## src/rtl/rhc_pkg.sv

```systemverilog
package rhc_pkg;
  typedef enum logic [3:0] {
    S_IDLE,
    S_FIRST,
    S_LOAD,
    S_RELEASE,
    S_NEXT,
    S_READ,
    S_DECIDE,
    S_ZWRITE,
    S_CMP,
    S_MASK,
    S_WAITDONE,
    S_DWAIT
  } rhc_state_t;

  localparam logic [1:0] TYP_Z  = 2'b10;
  localparam logic [1:0] TYP_AX = 2'b11;
endpackage

```

## src/rtl/rhc_sat_counter.sv

```systemverilog
module rhc_sat_counter #(
  parameter int MAX = 12,
  parameter int W   = $clog2(MAX + 1)
) (
  input  logic         clk,
  input  logic         rst,
  input  logic         clr,
  input  logic         inc,
  output logic [W-1:0] cnt,
  output logic         full
);
  localparam logic [W-1:0] LIMIT = W'(MAX);

  assign full = (cnt == LIMIT);

  always_ff @(posedge clk) begin
    if (rst || clr)
      cnt <= '0;
    else if (inc && !full)
      cnt <= cnt + 1'b1;
  end

  // never beyond the limit
  a_r4_cnt_bound: assert property (@(posedge clk) disable iff (rst)
    cnt <= LIMIT);

  // any change without a clear is a single step up
  a_r3_single_step: assert property (@(posedge clk) disable iff (rst)
    (!$past(clr) && !$past(rst) && cnt != $past(cnt)) |-> (cnt == $past(cnt) + 1'b1));
endmodule

```

## src/rtl/rhc_cent_latch.sv

```systemverilog
module rhc_cent_latch #(
  parameter int DW = 16,
  localparam int PW = DW - 2
) (
  input  logic          clk,
  input  logic          rst,
  input  logic          cap,
  input  logic [DW-1:0] din,
  output logic [PW-1:0] payload
);
  always_ff @(posedge clk) begin
    if (rst)
      payload <= '0;
    else if (cap)
      payload <= din[PW-1:0];
  end
endmodule

```

## src/rtl/rhc_fsm.sv

```systemverilog
module rhc_fsm
  import rhc_pkg::*;
(
  input  logic       clk,
  input  logic       rst,
  input  logic       evt_start,
  input  logic       evt_end,
  input  logic       road_wr,
  input  logic       road_last,
  input  logic       roads_full,
  input  logic       cfifo_empty,
  input  logic [1:0] cent_typ,
  input  logic       fmt_done,
  output logic       cnt_clr,
  output logic       road_inc,
  output logic       drop_inc,
  output logic       cap,
  output logic       cfifo_rd,
  output logic       cmp_we,
  output logic       cmp_rd,
  output logic       mask_rd,
  output logic       zfifo_wr,
  output logic       hits_busy
);
  rhc_state_t state, state_d;
  logic       last_q;

  assign cnt_clr  = (state == S_IDLE) && evt_start;
  assign road_inc = (state == S_FIRST) && road_wr && !roads_full;
  assign cap      = (state == S_DECIDE);
  assign drop_inc = (state == S_DECIDE) && !cent_typ[1];

  always_comb begin
    state_d = state;
    unique case (state)
      S_IDLE:     if (evt_start) state_d = S_FIRST;
      S_FIRST: begin
        if (road_wr)        state_d = roads_full ? S_RELEASE : S_LOAD;
        else if (road_last) state_d = S_NEXT;
      end
      S_LOAD:     state_d = S_RELEASE;
      S_RELEASE:  if (!road_wr) state_d = last_q ? S_NEXT : S_FIRST;
      S_NEXT, S_DWAIT: begin
        if (!cfifo_empty)   state_d = S_READ;
        else if (evt_end)   state_d = S_IDLE;
        else                state_d = S_DWAIT;
      end
      S_READ:     state_d = S_DECIDE;
      S_DECIDE: begin
        if (cent_typ == TYP_Z)       state_d = S_ZWRITE;
        else if (cent_typ == TYP_AX) state_d = S_CMP;
        else                         state_d = S_NEXT;
      end
      S_ZWRITE:   state_d = S_NEXT;
      S_CMP:      state_d = S_MASK;
      S_MASK:     state_d = S_WAITDONE;
      S_WAITDONE: if (fmt_done) state_d = S_NEXT;
      default:    state_d = S_IDLE;
    endcase
  end

  always_ff @(posedge clk) begin
    if (rst) begin
      state     <= S_IDLE;
      last_q    <= 1'b0;
      cfifo_rd  <= 1'b0;
      cmp_we    <= 1'b0;
      cmp_rd    <= 1'b0;
      mask_rd   <= 1'b0;
      zfifo_wr  <= 1'b0;
      hits_busy <= 1'b0;
    end else begin
      state     <= state_d;
      if (state == S_IDLE)
        last_q <= 1'b0;
      else if (state == S_FIRST && road_wr && road_last)
        last_q <= 1'b1;
      cfifo_rd  <= (state_d == S_READ);
      cmp_we    <= (state_d == S_LOAD);
      cmp_rd    <= (state_d == S_CMP);
      mask_rd   <= (state_d == S_MASK);
      zfifo_wr  <= (state_d == S_ZWRITE);
      hits_busy <= (state_d != S_IDLE) && (hits_busy || state_d == S_READ);
    end
  end

  // a centroid read always happens with busy raised
  a_r7_busy_on_read: assert property (@(posedge clk) disable iff (rst)
    cfifo_rd |-> hits_busy);

  // the mask read follows the comparator read by one cycle
  a_r9_mask_after_cmp: assert property (@(posedge clk) disable iff (rst)
    mask_rd |-> $past(cmp_rd));

  // no centroid read while roads are loading
  a_r6_no_read_loading: assert property (@(posedge clk) disable iff (rst)
    (state == S_FIRST || state == S_LOAD || state == S_RELEASE) |-> !cfifo_rd);

  // no read while the formatter is still working
  a_r10_hold_for_done: assert property (@(posedge clk) disable iff (rst)
    (state == S_WAITDONE) |-> !cfifo_rd);

  // at most one strobe at a time
  a_r8_strobes_exclusive: assert property (@(posedge clk) disable iff (rst)
    $onehot0({cfifo_rd, cmp_we, cmp_rd, mask_rd, zfifo_wr}));
endmodule

```

## src/rtl/road_hit_ctrl.sv

```systemverilog
module road_hit_ctrl #(
  parameter  int DW        = 16,
  parameter  int MAX_ROADS = 12,
  parameter  int DROPW     = 8,
  localparam int PW        = DW - 2,
  localparam int CW        = $clog2(MAX_ROADS + 1),
  localparam int SELW      = (MAX_ROADS > 1) ? $clog2(MAX_ROADS) : 1
) (
  input  logic             clk,
  input  logic             rst,
  input  logic             evt_start,
  input  logic             evt_end,
  input  logic             road_wr,
  input  logic             road_last,
  output logic             cmp_we,
  output logic [SELW-1:0]  cmp_sel,
  output logic [CW-1:0]    road_cnt,
  input  logic             cfifo_empty,
  output logic             cfifo_rd,
  input  logic [DW-1:0]    cfifo_data,
  output logic [PW-1:0]    cent_word,
  output logic             cmp_rd,
  output logic             mask_rd,
  input  logic             fmt_done,
  output logic             zfifo_wr,
  output logic             hits_busy,
  output logic [DROPW-1:0] drop_cnt
);
  logic cnt_clr, road_inc, drop_inc, cap, roads_full, drop_full;

  rhc_fsm u_fsm (
    .clk         (clk),
    .rst         (rst),
    .evt_start   (evt_start),
    .evt_end     (evt_end),
    .road_wr     (road_wr),
    .road_last   (road_last),
    .roads_full  (roads_full),
    .cfifo_empty (cfifo_empty),
    .cent_typ    (cfifo_data[DW-1:DW-2]),
    .fmt_done    (fmt_done),
    .cnt_clr     (cnt_clr),
    .road_inc    (road_inc),
    .drop_inc    (drop_inc),
    .cap         (cap),
    .cfifo_rd    (cfifo_rd),
    .cmp_we      (cmp_we),
    .cmp_rd      (cmp_rd),
    .mask_rd     (mask_rd),
    .zfifo_wr    (zfifo_wr),
    .hits_busy   (hits_busy)
  );

  rhc_sat_counter #(.MAX(MAX_ROADS), .W(CW)) u_roads (
    .clk  (clk),
    .rst  (rst),
    .clr  (cnt_clr),
    .inc  (road_inc),
    .cnt  (road_cnt),
    .full (roads_full)
  );

  rhc_sat_counter #(.MAX((1 << DROPW) - 1), .W(DROPW)) u_drops (
    .clk  (clk),
    .rst  (rst),
    .clr  (cnt_clr),
    .inc  (drop_inc),
    .cnt  (drop_cnt),
    .full (drop_full)
  );

  rhc_cent_latch #(.DW(DW)) u_latch (
    .clk     (clk),
    .rst     (rst),
    .cap     (cap),
    .din     (cfifo_data),
    .payload (cent_word)
  );

  always_ff @(posedge clk) begin
    if (rst)
      cmp_sel <= '0;
    else if (road_inc)
      cmp_sel <= road_cnt[SELW-1:0];
  end

  // each comparator load uses an index below the resulting count
  a_r3_sel_in_range: assert property (@(posedge clk) disable iff (rst)
    cmp_we |-> (CW'(cmp_sel) < road_cnt));

  // a drop never saturates silently in short runs
  a_r11_drop_room: assert property (@(posedge clk) disable iff (rst)
    drop_inc |-> !drop_full || $stable(drop_cnt));
endmodule

```

## config.mk

```make
export PLATFORM = sky130hd
export DESIGN_NAME = road_hit_ctrl
export DESIGN_NICKNAME = d
export VERILOG_FILES = /design/src/rtl/rhc_pkg.sv /design/src/rtl/rhc_sat_counter.sv /design/src/rtl/rhc_cent_latch.sv /design/src/rtl/rhc_fsm.sv /design/src/rtl/road_hit_ctrl.sv
export SDC_FILE = /design/constraint.sdc
export NUM_CORES = 1
export LEC_CHECK = 0
export ABC_AREA = 1
export ABC_CLOCK_PERIOD_IN_PS = 3150
export BUFFER_PORTS_ARGS = -buffer_cell sky130_fd_sc_hd__buf_2
export CAP_MARGIN = 20
export CORE_MARGIN = 8
export CORE_UTILIZATION = 55
export CTS_CLUSTER_SIZE = 12
export DETAILED_ROUTE_END_ITERATION = 10
export HOLD_SLACK_MARGIN = 0.03
export PLACE_DENSITY = 0.83
export SYNTH_ARGS = -nofsm -noshare
export SYNTH_HDL_FRONTEND = slang
export SYNTH_HIERARCHICAL = 1
export SYNTH_SLANG_ARGS = --single-unit
```

## constraint.sdc

```tcl
create_clock -name clk -period 3.15 [get_ports clk]
set_clock_uncertainty 0.1 [all_clocks]
set_input_delay 0.315 -clock clk [delete_from_list [all_inputs] [get_ports clk]]
set_output_delay 0.315 -clock clk [all_outputs]
set_load 0.05 [all_outputs]
```

After elaboration in Yosys (flattened, before gate mapping)

Index checks and enable logic that the tools add are counted.

Register bits after elaboration: 41
Input bits: 24
Output and inout bits: 36
Logic and storage cells: 63

Add/subtract/negate cells: 2
Equal/unequal tests: 20
Muxes and demuxes: 12
Reduce and logical (&&, ||, !) cells: 17

Operator list:

| kind                  | count |
|---|---|
| $pmux W4 S11          | 1 |
| $mux W4               | 9 |
| $eq A4 B4 Y1 const B  | 7 |
| $eq A4 B3 Y1 const B  | 6 |
| $eq A4 B2 Y1 const B  | 3 |
| $add A8 B1 Y8 const B | 1 |
| $eq A8 B8 Y1 const B  | 1 |
| $logic_and A1 B1 Y1   | 8 |
| $add A4 B1 Y4 const B | 1 |
| $eq A2 B2 Y1 const B  | 2 |
| $eq A4 B1 Y1 const B  | 1 |
| $logic_not A4 Y1      | 1 |
| $reduce_bool A4 Y1    | 1 |
| $reduce_or A2 Y1      | 2 |
| $logic_not A1 Y1      | 3 |
| $mux W3               | 1 |
| $logic_or A1 B1 Y1    | 2 |
| $mux W1               | 1 |

Logic depth before layout (Yosys ltp)

Gate-level depths: netlist (run 1).

Depth in word-level cells: 7
Depth in mapped cells: 13
Gate-level depth less buffers: 13

Hierarchy

The synthesis (run 1) kept the hierarchy.

Modules (own cells, without submodules):

| module                    | instances | cells an instance | area each (µm²) | sequential area each (µm²) |
|---|---|---|---|---|
| rhc_fsm                   | 1         | 118               | 699.4           | 220.2 |
| rhc_cent_latch            | 1         | 89                | 588.1           | 280.3 |
| rhc_sat_counter (u_drops) | 1         | 72                | 456.7           | 160.2 |
| rhc_sat_counter (u_roads) | 1         | 31                | 234.0           | 80.1 |
| road_hit_ctrl             | 1         | 26                | 172.7           | 80.1 |

Worst setup path before layout (run 1)

OpenSTA, ideal clock, no wires.

Path kind: register to register
From: register u_roads.cnt[0]
To: register u_fsm.hits_busy
Library setup time: 125 ps
Arrival: 1892 ps
Required time: 2925 ps
Setup slack: 1033 ps
Cell stages (with the launch flop): 14
Buffers on the path: 0
Period minus slack after synthesis: 2117 ps
Cells stage by stage: dfxtp_1 > inv_1 > ha_1 > nand3_4 > inv_1 > or2_0 > nand3_1 > nand2_1 > inv_1 > nand2_1 > nor2_1 > nand2_1 > nand2_1 > nor2_2

Cells in the longest elaborated chain, start to end: 7
Elaborated cells between the ends (all ways): 8
Classes of those cells: eq/ne (2); mux (3); reduce/logical (3)

RTL lines:

| what                    | RTL line              | RTL |
|---|---|---|
| from (decl)             | rhc_sat_counter.sv:9  | `output logic [W-1:0] cnt,` |
| from (signal assigned)  | rhc_sat_counter.sv:20 | `cnt <= cnt + 1'b1;` |
| $eq A4 B4 Y1 (*)        | rhc_sat_counter.sv:14 | `assign full = (cnt == LIMIT);` |
| via roads_full          | road_hit_ctrl.sv:29   | `logic cnt_clr, road_inc, drop_inc, cap, roads_full, drop_full;` |
| $mux W1 (*)             | rhc_fsm.sv:38         | `if (road_wr) state_d = roads_full ? S_RELEASE : S_LOAD;` |
| $mux W4 (*)             | rhc_fsm.sv:38         |  |
| $pmux W4 S11 (*)        | rhc_fsm.sv:35         | `unique case (state)` |
| $eq A4 B3 Y1            | rhc_fsm.sv:83         | `hits_busy <= (state_d != S_IDLE) && (hits_busy \|\| state_d == S_READ);` |
| $logic_or A1 B1 Y1      | rhc_fsm.sv:83         |  |
| $logic_and A1 B1 Y1 (*) | rhc_fsm.sv:83         |  |
| to (signal assigned)    | rhc_fsm.sv:83         |  |
| to (decl)               | rhc_fsm.sv:23         | `output logic hits_busy` |

The timed path passes the listed nets; every way through them passes the cells marked *.
A chain may end at the register's enable or synchronous reset.

Worst setup path after layout (run 1)

From: register u_roads.cnt[0]
To: register u_roads.cnt[2]

Cells in the longest elaborated chain, start to end: 4
Elaborated cells between the ends (all ways): 5
Classes of those cells: add/sub (1); eq/ne (1); reduce/logical (3)

RTL lines:

| what                | RTL line              | RTL |
|---|---|---|
| $eq A4 B4 Y1        | rhc_sat_counter.sv:14 |  |
| via roads_full      | road_hit_ctrl.sv:29   |  |
| $logic_not A1 Y1    | rhc_fsm.sv:29         | `assign road_inc = (state == S_FIRST) && road_wr && !roads_full;` |
| $logic_and A1 B1 Y1 | rhc_fsm.sv:29         |  |
| via road_inc        | road_hit_ctrl.sv:29   |  |
| $logic_and A1 B1 Y1 | rhc_sat_counter.sv:19 | `else if (inc && !full)` |

The timed path passes the listed nets, and every way through them passes these cells.

==> results.md, run 1 <==
- Total CTS buffers: 5
- Vias per cell: between 4 and 5
- Post-placement cell count: between 400 and 500
- CTS root buffer: clkbuf_8
- Critical path arrival: about 2300 ps
- Final setup vio count: 0
- PostCTS Resize Cnt: 0
- Crit path kind: reg2reg
- Crit start category: flop
- First-pass GRT wire length: slightly above 8000 µm
- Largest net degree at the start of global routing: 30
- Number of buffers and inverters on the critical path: 2
- Core ar.: 3720 µm²
- CTS tree: built
- Final Util: between 60% and 70%
- Outcome: finished, final reports clean
- Setup WS post-layout: roughly 960 ps
- Slowest Stage Delay on Critical Path: 650 ps
- Final Cycle Share: between 60% and 70%
- Setup Fix Bufs, Post-CTS: 0
- Yosys warnings: 6
- Vias in the first global route: slightly below 2000
- Routed wire length: around 4800 µm
- Nets: around 420
- Die footprint: 6160 µm²
- Placed inst area: around 2400 µm²
- Routed len/inst: 10.8 µm
- Buffer depth of the longest clock path: 2
- F_max: ~460 MHz
- Chip Width: about 78 µm
- Tot Pwr: between 1 and 1.5 mW
- Drt first pass iters: 5
- RSZ-0062 raised after global routing: no
- Worst path cell trace: inv_1 > ha_1 > nand3_4 > inv_1 > nor2_1 > nand4_1 > nand2_1 > nor2_1
- Port bufs: 59
- Avg Cell Area, Syn: 6.41 µm²
- Post-synth design cell area: around 2100 µm²
- Layout area overhead: 19.3%
- # hold bufs at CTS: 0
- Max-slew headroom: between 40 and 50%
- Htree depth: 2
- Initial core utilization: between 50% and 60%
- Post-DP HPWL: roughly 3600 µm
- Total clock sinks: a little over 40
- Syn Nets: 362
- Routed Antenna Nets: 0
- PwrDens: around 480 nW/µm²
- DRC viols: 0
- Final GP Congestion: approximately 0.88
- VDD IR-drop max: 308 µV
- CP Capture Type: flop
- CP max FO: 12
- Fin Hold WS: between 200 and 250 ps
- Site Rows: 22
- Cell leakage power: approximately 1.4 nW
- Die Height: 78.5 µm
- Pins Over Slew Limit: 0
- Fin cells: 444
- Layout cells sized above 1: around a quarter
- Initial antenna violation count: 0
- Final Hold Viols: 0
- Worst Hold Class: in2reg
- Clock latency on the worst-skew pair: between 200 and 300 ps
- Worst-Margin Slew: 835 ps
- Critical Path RT: ~3200 ps
- Clk slew on worst S/H paths: 80 ps
- Pre-CTS setup slack: between 1000 and 1500 ps
- CP top delay family: simple AND/OR/NAND/NOR gates
- I/O pin cnt: 60
- Post-route cell area: 2560 µm²
- Max-Cap Viols: 0
- Setup TNS: 0 ps
- Shortest period the worst path allows: 2190 ps
- Grt ovf: 0
- Fill count: between 300 and 400
- CP max stage cell: nor2_1
- Iteration-0 DRC Markers: 95
- Cells after Synth: ~340
- Total number of vias: ~2100
- Total Routing Usage GR: approximately 16%
- ANT cells: 0
path summary, 6_finish.rpt:
check                 start            endpoint  slack, ps  depth (start not counted)
max          u_roads/cnt[0]      u_roads/cnt[2]        960                          8
max reg2reg  u_roads/cnt[0]      u_roads/cnt[2]        960                          8
min reg2reg      cmp_sel[0]          cmp_sel[0]        370                          2
min           cfifo_data[3]  u_latch/payload[3]        210                          5
per-layer routing:
metal | GRT usage [%] | share of wire (%) | vias to the layer above | wire length [µm]
li1 | - | - | 1132 | -
met1 | 17.8 | 43 | 903 | 2070
met2 | 26.5 | 46 | 77 | 2180
met3 | 6.15 | 9.6 | 10 | 459
met4 | 5.93 | 1.7 | 0 | 81
met5 | 0 | 0 | - | 0
area by class of cell:
cell class / count / area (µm²) / area share, %
Sequential cell: 41 / 821 / 32.0
Inverter: 51 / 191 / 7.47
Timing Repair Buffer: 61 / 310 / 12.1
Clock inverter: 2 / 37.5 / 1.46
Tap cell: 48 / 60.1 / 2.34
Multi-Input combinational cell: 235 / 1060 / 41.4
Clock buffer: 6 / 82.6 / 3.22
state kept, by name, summed over array words and instances, names as in the netlist:
signal           flops
u_fsm/state          4
u_fsm/mask_rd        1
u_fsm/cfifo_rd       1
u_fsm/cmp_we         1
u_fsm/last_q         1
u_roads/cnt          4
u_fsm/cmp_rd         1
u_drops/cnt          8
u_fsm/hits_busy      1
cmp_sel              4
u_fsm/zfifo_wr       1
u_latch/payload     14
tightest hold or removal path: stages:
cell     delay, ps
buf_2           70
inv_1           30
nand2_1         40
nand2_1         40
nor2_1          70
layout by cell type, fill, tap and decap left out, types with 3 or more instances in the layout:
| master | instances |
|---|---|
| o21ai_0 | 3 |
| a21oi_1 | 9 |
| inv_2 | 9 |
| nor2_2 | 10 |
| nand2_1 | 91 |
| nand2_2 | 7 |
| nor3_1 | 4 |
| clkbuf_8 | 6 |
| nand4_1 | 3 |
| inv_1 | 42 |
| dfxtp_1 | 41 |
| nor2_1 | 78 |
| buf_2 | 59 |
| ha_1 | 3 |
| nand3_1 | 15 |
power by group:
group	internal, mW	switching [mW]
combinational	0.0719	0.159
clock	0.258	0.178
sequential	0.536	0.0189
total	0.866	0.356
Power figures use the tool's default switching activity.
==> run 2: changes to the inputs <==
--- a/config.mk
+++ b/config.mk
@@ -6,15 +6,15 @@
 export NUM_CORES = 1
 export LEC_CHECK = 0
 export ABC_AREA = 1
-export ABC_CLOCK_PERIOD_IN_PS = 3150
+export ABC_CLOCK_PERIOD_IN_PS = 2000
 export BUFFER_PORTS_ARGS = -buffer_cell sky130_fd_sc_hd__buf_2
 export CAP_MARGIN = 20
 export CORE_MARGIN = 8
-export CORE_UTILIZATION = 55
+export CORE_UTILIZATION = 47
 export CTS_CLUSTER_SIZE = 12
 export DETAILED_ROUTE_END_ITERATION = 10
 export HOLD_SLACK_MARGIN = 0.03
-export PLACE_DENSITY = 0.83
+export PLACE_DENSITY = 0.76
 export SYNTH_ARGS = -nofsm -noshare
 export SYNTH_HDL_FRONTEND = slang
 export SYNTH_HIERARCHICAL = 1
==> constraint.sdc (replaced) <==
create_clock -name clk -period 2 [get_ports clk]
set_clock_uncertainty 0.1 [all_clocks]
set_input_delay 0.2 -clock clk [delete_from_list [all_inputs] [get_ports clk]]
set_output_delay 0.2 -clock clk [all_outputs]
set_load 0.05 [all_outputs]
==> results.md, run 2 (synthesis gave the netlist of run 1 again) <==
- Outcome: finished, final reports clean
- Clock power share: between 30% and 40%
- Fill count: 422
- Port bufs: between 50 and 60
- Crit path kind: reg2reg
- Setup Fix Bufs, Post-CTS: 0
- Site Rows: 24
- First-pass GRT wire length: around 8000 µm
- Chip Width: 83.6 µm
- CTS root buffer: clkbuf_8
- Largest net degree at the start of global routing: 29
- Initial core utilization: 49.0%
- P_sw: approximately 0.57 mW
- RSZ-0062 raised after global routing: no
- Final Hold Viols: 0
- DRC viols: 0
- Post-DP HPWL: 3700 µm
- Core ar.: roughly 4400 µm²
- ANT cells: 0
- Leading cell type in the layout, fill and taps excluded: nand2_1
- Routed Antenna Nets: 0
- Worst Hold Class: in2reg
- Vias per cell: roughly 4.6
- Post-placement cell count: between 400 and 500
- Critical path arrival: between 1500 and 2000 ps
- Fin cells: between 400 and 500
- Final GP Congestion: approximately 0.86
- Comb pwr share: a little under a fifth
- Internal: 1.37 mW
- CP max FO: 6
- Fin Hold WS: 96.2 ps
- Die Height: about 84 µm
- Max-Cap Viols: 0
- Drt first pass iters: 4
- Shortest period the worst path allows: roughly 1800 ps
- CTS tree: built
- Clk slew on worst S/H paths: ~80 ps
- Pins Over Slew Limit: 0
- PwrDens: around 750 nW/µm²
- Switching portion of total power: 29.4%
- Reg with most FFs: u_latch/payload
- Max reg flops: 14
- Largest regs: u_latch/payload (14), u_drops/cnt (8)
- Total Routing Usage GR: 13.6%
- CP Capture Type: flop
- Routed len/inst: between 10 and 15 µm
- Die footprint: about 7000 µm²
- Commonest non-fill, non-tap cells in the layout: nand2_1 (91), nor2_1 (78), buf_2 (59)
- Initial antenna violation count: 0
- Vias in the first global route: ~1800
- Nets: ~420
- Crit start category: flop
- Iteration-0 DRC Markers: around 110
- Final Cycle Share: between 90% and 100%
- Worst-Margin Slew: about 490 ps
- Flop pwr share: a little under half
- F_max: 550 MHz
- Grt ovf: 0
- I/O pin cnt: 60
- Setup TNS: 0 ps
- Htree depth: 2
- Critical Path RT: between 2000 and 2500 ps
- Max-slew headroom: 67.1%
- # hold bufs at CTS: 0
- Layout area overhead: 20.0%
- Total CTS buffers: 5
- Layout cells sized above 1: 25.9%
- Final setup vio count: 0
- VDD IR-drop max: approximately 360 µV
- Cell leakage power: 1.36 nW
- Total clock sinks: 41
- Routed wire length: about 4800 µm
- Total number of vias: 2058
- PostCTS Resize Cnt: 0
- Buffer depth of the longest clock path: 2
- Clock latency on the worst-skew pair: just under 300 ps
==> run 2: cell count changes in the layout (fill, tap and decap cells not counted) <==
| cell | change |
|---|---|
| dfxtp_1 | -2 |
| dfxtp_2 | +2 |
| buf_4 | +1 |
==> run 2: power groups by stage <==
stage	combinational (mW)	sequential (mW)	clock [mW]
2_1_floorplan	0.218	0.954	0
3_5_place_dp	0.368	0.894	0
5_1_grt	0.412	0.879	0.752
6_report	0.369	0.875	0.692
4_1_cts	0.369	0.875	0.715
3_3_place_gp	0.366	0.891	0
==> run 2: final timing paths <==
check / start / endpoint / slack (ps) / cells past startpoint
max reg2reg: u_roads/cnt[0] / u_fsm/hits_busy / 180 / 13
max: u_roads/cnt[0] / u_fsm/hits_busy / 180 / 13
min: cfifo_data[3] / u_latch/payload[3] / 100 / 5
min reg2reg: cmp_sel[0] / cmp_sel[0] / 370 / 2
==> run 2: layer usage <==
| layer | vias to the layer above | track usage [%] | share of wire, % |
|---|---|---|---|
| met4 | 0 | 4.71 | 0.87 |
| li1 | 1132 | - | - |
| met5 | - | 0 | 0 |
| met2 | 46 | 20.9 | 43 |
| met1 | 876 | 16.6 | 49 |
| met3 | 4 | 5.47 | 7.3 |
==> run 2: final cells by class <==
class                           instances  area (µm²)  share of cell area [%]
Clock buffer                            6        82.6                    3.20
Clock inverter                          2        37.5                    1.46
Inverter                               51         191                    7.43
Multi-Input combinational cell        235        1060                    41.1
Sequential cell                        41         823                    31.9
Tap cell                               52        65.1                    2.52
Timing Repair Buffer                   62         318                    12.3
==> run 2: metrics by stage <==
stage / instance area (µm²) / total power, mW / worst slack, ps / util, %
CTS: 2580 / 1.96 / 191 / 58.8
global route: 2580 / 2.04 / 7.04 / 58.8
global placement: 2460 / 1.26 / 267 / 56.1
floorplan: 2150 / 1.17 / 101 / -
detailed placement: 2460 / 1.26 / 196 / 56.1
finish: 2580 / 1.94 / 182 / 58.8
==> run 2: worst max-delay path, stage by stage (launching register included) <==
cell and delay [ps]:
dfxtp_2 380, inv_1 90, ha_1 230, nand3_4 120
inv_1 70, or2_0 230, nand3_1 90, nand2_1 50
inv_1 60, nand2_1 50, nor2_1 90, nand2_1 50
nand2_1 70, nor2_2 30
